<file path="config.mk">
export PLATFORM = sky130hd
export DESIGN_NAME = wdog_escalator
export DESIGN_NICKNAME = d
export VERILOG_FILES = /design/src/rtl/wdog_escalator.sv
export SDC_FILE = /design/constraint.sdc
export NUM_CORES = 1
export LEC_CHECK = 0
export ABC_AREA = 1
export BUFFER_PORTS_ARGS = -buffer_cell sky130_fd_sc_hd__buf_2
export CORE_ASPECT_RATIO = 1.5
export CORE_MARGIN = 4
export CORE_UTILIZATION = 45
export DETAILED_ROUTE_END_ITERATION = 16
export HOLD_SLACK_MARGIN = 0.12
export PLACE_DENSITY_LB_ADDON = 0.05
export SYNTH_ARGS = -nofsm -noshare
export SYNTH_HDL_FRONTEND = slang
export SYNTH_SLANG_ARGS = --single-unit
</file>
<file path="constraint.sdc">
create_clock -name clk -period 3 [get_ports clk]
set_input_delay 0.6 -clock clk [delete_from_list [all_inputs] [get_ports clk]]
set_output_delay 0.6 -clock clk [all_outputs]
set_load 0.02 [all_outputs]
</file>
<file path="src/rtl/wdog_escalator.sv">
module wdog_escalator #(
  parameter int KEY_W = 7,
  parameter int CNT_W = 8,
  parameter int GRACE = 10
) (
  input  logic                   clk,
  input  logic                   rst,
  input  logic                   wr_en,
  input  logic [KEY_W+CNT_W:0]   wr_data,
  input  logic                   tick,
  output logic                   nmi,
  output logic                   rst_req
);
  localparam int WORD_W = KEY_W + 1 + CNT_W;
  localparam int LOAD_W = CNT_W + 1;
  localparam logic [LOAD_W-1:0] FULL_LOAD  = LOAD_W'(1 << CNT_W);
  localparam logic [LOAD_W-1:0] GRACE_LOAD = LOAD_W'(GRACE);

  logic [KEY_W-1:0]  key_q;
  logic              armed_q;
  logic              active_q;
  logic              hit_q;
  logic [LOAD_W-1:0] cnt_q;
  logic              nmi_q;
  logic              rreq_q;

  wire [KEY_W-1:0] key_in = wr_data[WORD_W-1 -: KEY_W];
  wire             run_in = wr_data[CNT_W];
  wire [CNT_W-1:0] cnt_in = wr_data[CNT_W-1:0];

  wire             accept = wr_en && (!armed_q || key_in == ~key_q);
  wire [LOAD_W-1:0] reload = (cnt_in == '0) ? FULL_LOAD : {1'b0, cnt_in};
  wire             step   = active_q && tick;
  wire             expire = step && cnt_q == LOAD_W'(1);

  always_ff @(posedge clk) begin
    if (rst) begin
      key_q    <= '0;
      armed_q  <= 1'b0;
      active_q <= 1'b0;
      hit_q    <= 1'b0;
      cnt_q    <= '0;
      nmi_q    <= 1'b0;
      rreq_q   <= 1'b0;
    end else begin
      rreq_q <= 1'b0;
      if (accept) begin
        key_q    <= key_in;
        armed_q  <= run_in;
        active_q <= run_in;
        hit_q    <= 1'b0;
        nmi_q    <= 1'b0;
        if (run_in) cnt_q <= reload;
      end else if (expire) begin
        if (!hit_q) begin
          nmi_q <= 1'b1;
          hit_q <= 1'b1;
          cnt_q <= GRACE_LOAD;
        end else begin
          rreq_q   <= 1'b1;
          active_q <= 1'b0;
        end
      end else if (step) begin
        cnt_q <= cnt_q - 1'b1;
      end
    end
  end

  assign nmi     = nmi_q;
  assign rst_req = rreq_q;


  rreq_single_chk: assert property (@(posedge clk) disable iff (rst)
    rst_req |=> !rst_req);


  rreq_after_nmi_chk: assert property (@(posedge clk) disable iff (rst)
    $rose(rst_req) |-> nmi && !active_q);


  nmi_first_stage_chk: assert property (@(posedge clk) disable iff (rst)
    $rose(nmi) |-> $past(!hit_q) && hit_q && cnt_q == GRACE_LOAD && active_q);


  service_clears_chk: assert property (@(posedge clk) disable iff (rst)
    accept |=> !nmi && !hit_q);


  bad_key_chk: assert property (@(posedge clk) disable iff (rst)
    (wr_en && armed_q && key_in != ~key_q) |=> $stable(key_q) && $stable(nmi));


  idle_hold_chk: assert property (@(posedge clk) disable iff (rst)
    (!active_q && !wr_en) |=> $stable(cnt_q) && !$rose(nmi));


  no_tick_hold_chk: assert property (@(posedge clk) disable iff (rst)
    (!tick && !wr_en) |=> $stable(cnt_q) && $stable(nmi));
endmodule

</file>
-- Word level (Yosys, flattened, before mapping)
Cells that the tools add are included.
- add/sub/neg operators: 1
- equal/unequal tests: 4
- muxes and demuxes: 10
- bitwise gates (word level): 3
- reduce and logical (&&, ||, !) cells: 14
- operator list (kind ; number):
    $mux W9 ; 6
    $eq A9 B1 Y1 const B ; 1
    $sub A9 B1 Y9 const B ; 1
    $logic_not A8 Y1 ; 1
    $eq A7 B7 Y1 ; 1
    $not A7 Y7 ; 1
    $mux W1 ; 4
    $reduce_and A2 Y1 ; 2
    $reduce_bool A2 Y1 ; 2
    $logic_and A1 B1 Y1 ; 3
    $ne A3 B3 Y1 const B ; 1
    $reduce_and A3 Y1 ; 1
    $reduce_bool A3 Y1 ; 1
    $reduce_or A3 Y1 ; 1
    $ne A2 B2 Y1 const B ; 1
    $not A1 Y1 ; 2
    $reduce_or A2 Y1 ; 1
    $logic_not A1 Y1 ; 1
    $logic_or A1 B1 Y1 ; 1
- register bits: 21
- input port bits: 20
- logic and storage cells: 39

-- Longest topological paths before layout
- depth in word-level cells: 6
- mapped depth: 13

-- Worst setup path after synthesis
Ideal clock, no wire load.
- path kind: input to register
- start: input port wr_data[13]
- end: register cnt_q[7]
- library setup time: 0.112 ns
- data arrival time: 1.474 ns
- setup slack: 1.414 ns
- stages on the path: 13
- cells stage by stage: nand2_1 -> inv_1 -> nor2_1 -> nand2_1 -> nor2_2 -> nand2_2 -> nand2_4 -> nand2_4 -> buf_6 -> nand2_1 -> nand2_1 -> nor2_1 -> nor2_1
- longest elaborated chain between the ends: 5
- elaborated cells on any way between the ends: 8
- RTL lines (what ; RTL line ; RTL):
    start: declaration ; 9 ; input logic [KEY_W+CNT_W:0] wr_data,
    $eq A7 B7 Y1 (*) ; 31 ; wire accept = wr_en && (!armed_q || key_in == ~key_q);
    $logic_or A1 B1 Y1 (*) ; 31 ;
    $logic_and A1 B1 Y1 (*) ; 31 ;
    $ne A3 B3 Y1 (no line), or another cell as far along ; -- ;
    $reduce_and A3 Y1 (no line) ; -- ;
    end signal: assignment ; 53 ; if (run_in) cnt_q <= reload;
    end signal: assignment ; 64 ; cnt_q <= cnt_q - 1'b1;
    end: declaration ; 23 ; logic [LOAD_W-1:0] cnt_q;
Every way passes the cells marked *; elsewhere a longest branch is shown, timed or not.
A chain may end at the register's enable or synchronous reset.

-- Worst setup path in the final report
- start: input port wr_data[13]
- end: register cnt_q[6]
The elaborated chain is that of the path after synthesis.

==> results by group <==
Timing
  • Setup slack after layout: 1.25 ns
  • Max frequency: 0.571 GHz
  • Hold violation count in the final report: 0
  • Final clock skew: 0.00240 ns
  • Final count of negative-setup-slack endpoints: 0
  • Sum of negative setup slack: 0 ns
  • Min cycle time layout: 1.75 ns
  • Setup repair after global routing missed its margin: false
  • Relative slew margins: 0.684
  • Final Cycle Share: 0.584
  • Number of pins with negative max-slew slack in the final report: 0
  • Transition time at the pin with the least slew margin: 0.474 ns
  • Final Hold Slack: 0.446 ns

Power
  • Internal Dissipation: 0.466 mW
  • Switching power of the nets: 0.217 mW
  • Combinational Power Share: 0.267
  • Static leakage: 0.752 nW
  • Switching share of total power: 0.317
  • Portion of total power attributed to the clock network: 0.275
  • Tot Pwr: 0.683 mW
  • Pwr/cell area: 472 mW/mm²
  • Sequential cell fraction of total power: 0.458
  • Maximum ir drop on the vdd rail: 0.000249 V

Route
  • WL met2: 1.42 mm
  • Routed length on met1: 1.29 mm
  • Antenna Nets Post-Route: 0
  • Vias: 1258
  • Highest signal layer in the routed design: met4
  • Ratio of routed vias to standard cells: 4.88
  • Wire length on met3: 112 µm
  • Total Routed Length: 2.93 mm
  • Drt initial violations: 9
  • DR pass1 iterations: 4
  • Routed length per instance: 11.3 µm
  • Remaining design rule violation count: 0

Die
  • Top-level I/O count: 22
  • Width of the chip: 51.6 µm
  • Starting density of the core: 0.475
  • Floorplan die area: 0.00379 mm²
  • Std-Cell Core Area: 0.00271 mm²
  • Die Ht: 73.4 µm
  • Row cnt: 23

Placement
  • Area after DPL: 0.00140 mm²
  • I/O Buffers: 21
  • Gpl congestion: 0.971
  • Number of placed instances, taps included: 254
  • DP HPWL: 2.18 mm
  • Pre-CTS worst setup slack: 0.956 ns

Logic synthesis
  • Count of different cell masters after synthesis: 22
  • Post-Syn Area: 0.00128 mm²
  • Number of flip-flops and latches in the synthesized netlist: 21
  • Asr flop ratio synth: 0
  • Yosys warnings: 0
  • Mean Syn Cell Area: 6.42 µm²
  • Synthesized netlist net count: 222
  • Register area share after synthesis: 0.327
  • Top_reg_cell synth: sky130_fd_sc_hd__dfxtp_1
  • Synthesized netlist cell count: 200
  • Number of enable flip-flop cells after synthesis: 0

Final layout
  • Antenna cells: 0
  • Total non-filler cell area in the finished layout: 0.00145 mm²
  • Number of standard cells in the final layout excluding fillers: 258
  • Area growth syn-to-layout: 12.7%
  • Post-layout util: 0.535
  • Total Nets Final: 244
  • Layout cells sized above 1: 0.172

Clock tree
  • Number of buffers added to fix hold violations after cts: 0
  • Clock latency on the worst-skew pair: 0.26 ns
  • Clock tree from TritonCTS: done
  • CTS HTree Levels: 1
  • CTS Buf Count: 3
  • Setup fix buffers added after clock tree synthesis: 0
  • PostCTS Resize Cnt: 0
  • Clock Tree Root: sky130_fd_sc_hd__clkbuf_8
  • Number of clock sinks: 21
  • Maximum number of buffers from clock root to sink: 2
  • CTS clk-pin slew, worst paths: 0.08 ns

Setup path
  • Data required time at the worst endpoint: 3.16 ns
  • Type of origin of the critical path: input pin
  • Maximum net fanout on the critical path: 25
  • Category of the most critical setup path: input pin to flop
  • WP data arrival: 1.91 ns
  • Crit. End Element: flop

Global route
  • Maximum number of pins on one net before global-route repair: 26
  • Aggregate global routing overflow: 0
  • First-pass GRT wire length: 4.94 mm
  • Antenna violations before repair: 0
  • Number of global-route vias before repair: 1216
  • Total Routing Usage GR: 0.170

Job
  • Count of maximum capacitance violations: 0

Worst hold path
  • Tightest Hold Check Type: flop to flop

Outcome
  • Run status: completed
## cells in the mapped netlist, types with 2 or more instances
cell / instances / area [µm²]
sky130_fd_sc_hd__nor2_2: 4 / 25.0
sky130_fd_sc_hd__nand2_2: 2 / 12.5
sky130_fd_sc_hd__nor4_1: 2 / 12.5
sky130_fd_sc_hd__nand2_1: 50 / 188
sky130_fd_sc_hd__dfxtp_1: 21 / 420
sky130_fd_sc_hd__buf_6: 2 / 22.5
sky130_fd_sc_hd__xor2_1: 5 / 43.8
sky130_fd_sc_hd__a21oi_1: 11 / 55.1
sky130_fd_sc_hd__inv_1: 23 / 86.3
sky130_fd_sc_hd__nand2_4: 4 / 45.0
sky130_fd_sc_hd__nor2_1: 32 / 120
sky130_fd_sc_hd__nand3_1: 25 / 125
sky130_fd_sc_hd__o21ai_0: 9 / 45.0
sky130_fd_sc_hd__ha_1: 2 / 25.0
## placed cells by master, fill, tap and decap left out
master and instances:
sky130_fd_sc_hd__nand2_2 2, sky130_fd_sc_hd__nor2_1 32, sky130_fd_sc_hd__inv_1 23, sky130_fd_sc_hd__buf_2 21
sky130_fd_sc_hd__nor2_2 4, sky130_fd_sc_hd__or2_2 1, sky130_fd_sc_hd__nand3_1 25, sky130_fd_sc_hd__clkbuf_8 3
sky130_fd_sc_hd__inv_2 1, sky130_fd_sc_hd__dfxtp_1 21, sky130_fd_sc_hd__ha_1 2, sky130_fd_sc_hd__nor4_1 2
sky130_fd_sc_hd__clkinv_2 1, sky130_fd_sc_hd__nand4_1 1, sky130_fd_sc_hd__nand2_4 4, sky130_fd_sc_hd__o21ai_0 9
sky130_fd_sc_hd__xnor2_1 1, sky130_fd_sc_hd__nand3_4 1, sky130_fd_sc_hd__xor2_1 5, sky130_fd_sc_hd__nand2_1 50
sky130_fd_sc_hd__a21oi_1 11, sky130_fd_sc_hd__clkbuf_1 1
## power groups by stage
stage / Clock (mW) / Combinational, mW / Sequential (mW)
2_1_floorplan: 0 / 0.143 / 0.316
3_3_place_gp: 0 / 0.181 / 0.319
3_5_place_dp: 0 / 0.182 / 0.319
4_1_cts: 0.194 / 0.183 / 0.312
5_1_grt: 0.200 / 0.212 / 0.315
6_report: 0.188 / 0.183 / 0.312
## layout make-up
| type | instances | area [µm²] |
|---|---|---|
| sequential | 21 | 420 |
| fill | 305 | 1260 |
| timing repair buffer | 21 | 105 |
| tap | 37 | 46.3 |
| clock buffer | 4 | 45.0 |
| multi-input combinational | 150 | 736 |
| inverter | 25 | 95.1 |
## worst paths after layout
check        slack, ns        to  cells past startpoint        start
min               0.45       nmi                      2          nmi
max reg2reg       1.32  cnt_q[6]                     10     cnt_q[1]
max               1.25  cnt_q[6]                     13  wr_data[13]
min reg2reg       0.45       nmi                      2          nmi
## metal layers
metal,vias up,track usage
met5,-,0
met4,0,0.0875
met3,13,0.0183
met2,28,0.297
met1,548,0.202
li1,669,-
## cells by family after synthesis
kind of cell,synth area share
flops,0.327
buf+inv,0.100
xor+xnor,0.0409
compound gates,0.0779
fa+ha+maj,0.0195
simple gates,0.434
## critical path: stages
cell,delay (ns)
sky130_fd_sc_hd__buf_2,0.11
sky130_fd_sc_hd__nor2_1,0.08
sky130_fd_sc_hd__nor2_1,0.05
sky130_fd_sc_hd__nand2_1,0.06
sky130_fd_sc_hd__nor2_2,0.04
sky130_fd_sc_hd__nand2_2,0.08
sky130_fd_sc_hd__nand2_4,0.08
sky130_fd_sc_hd__nand2_4,0.23
sky130_fd_sc_hd__nand2_4,0.16
sky130_fd_sc_hd__nand2_4,0.11
sky130_fd_sc_hd__clkinv_2,0.11
sky130_fd_sc_hd__nor2_1,0.15
sky130_fd_sc_hd__nor2_1,0.05
## registers in the layout, summed over array words and instances, names as in the netlist
register	cells
nmi	1
rst_req	1
key_q	7
cnt_q	9
armed_q	1
hit_q	1
active_q	1
No activity file was read; power rests on OpenSTA's default activity.
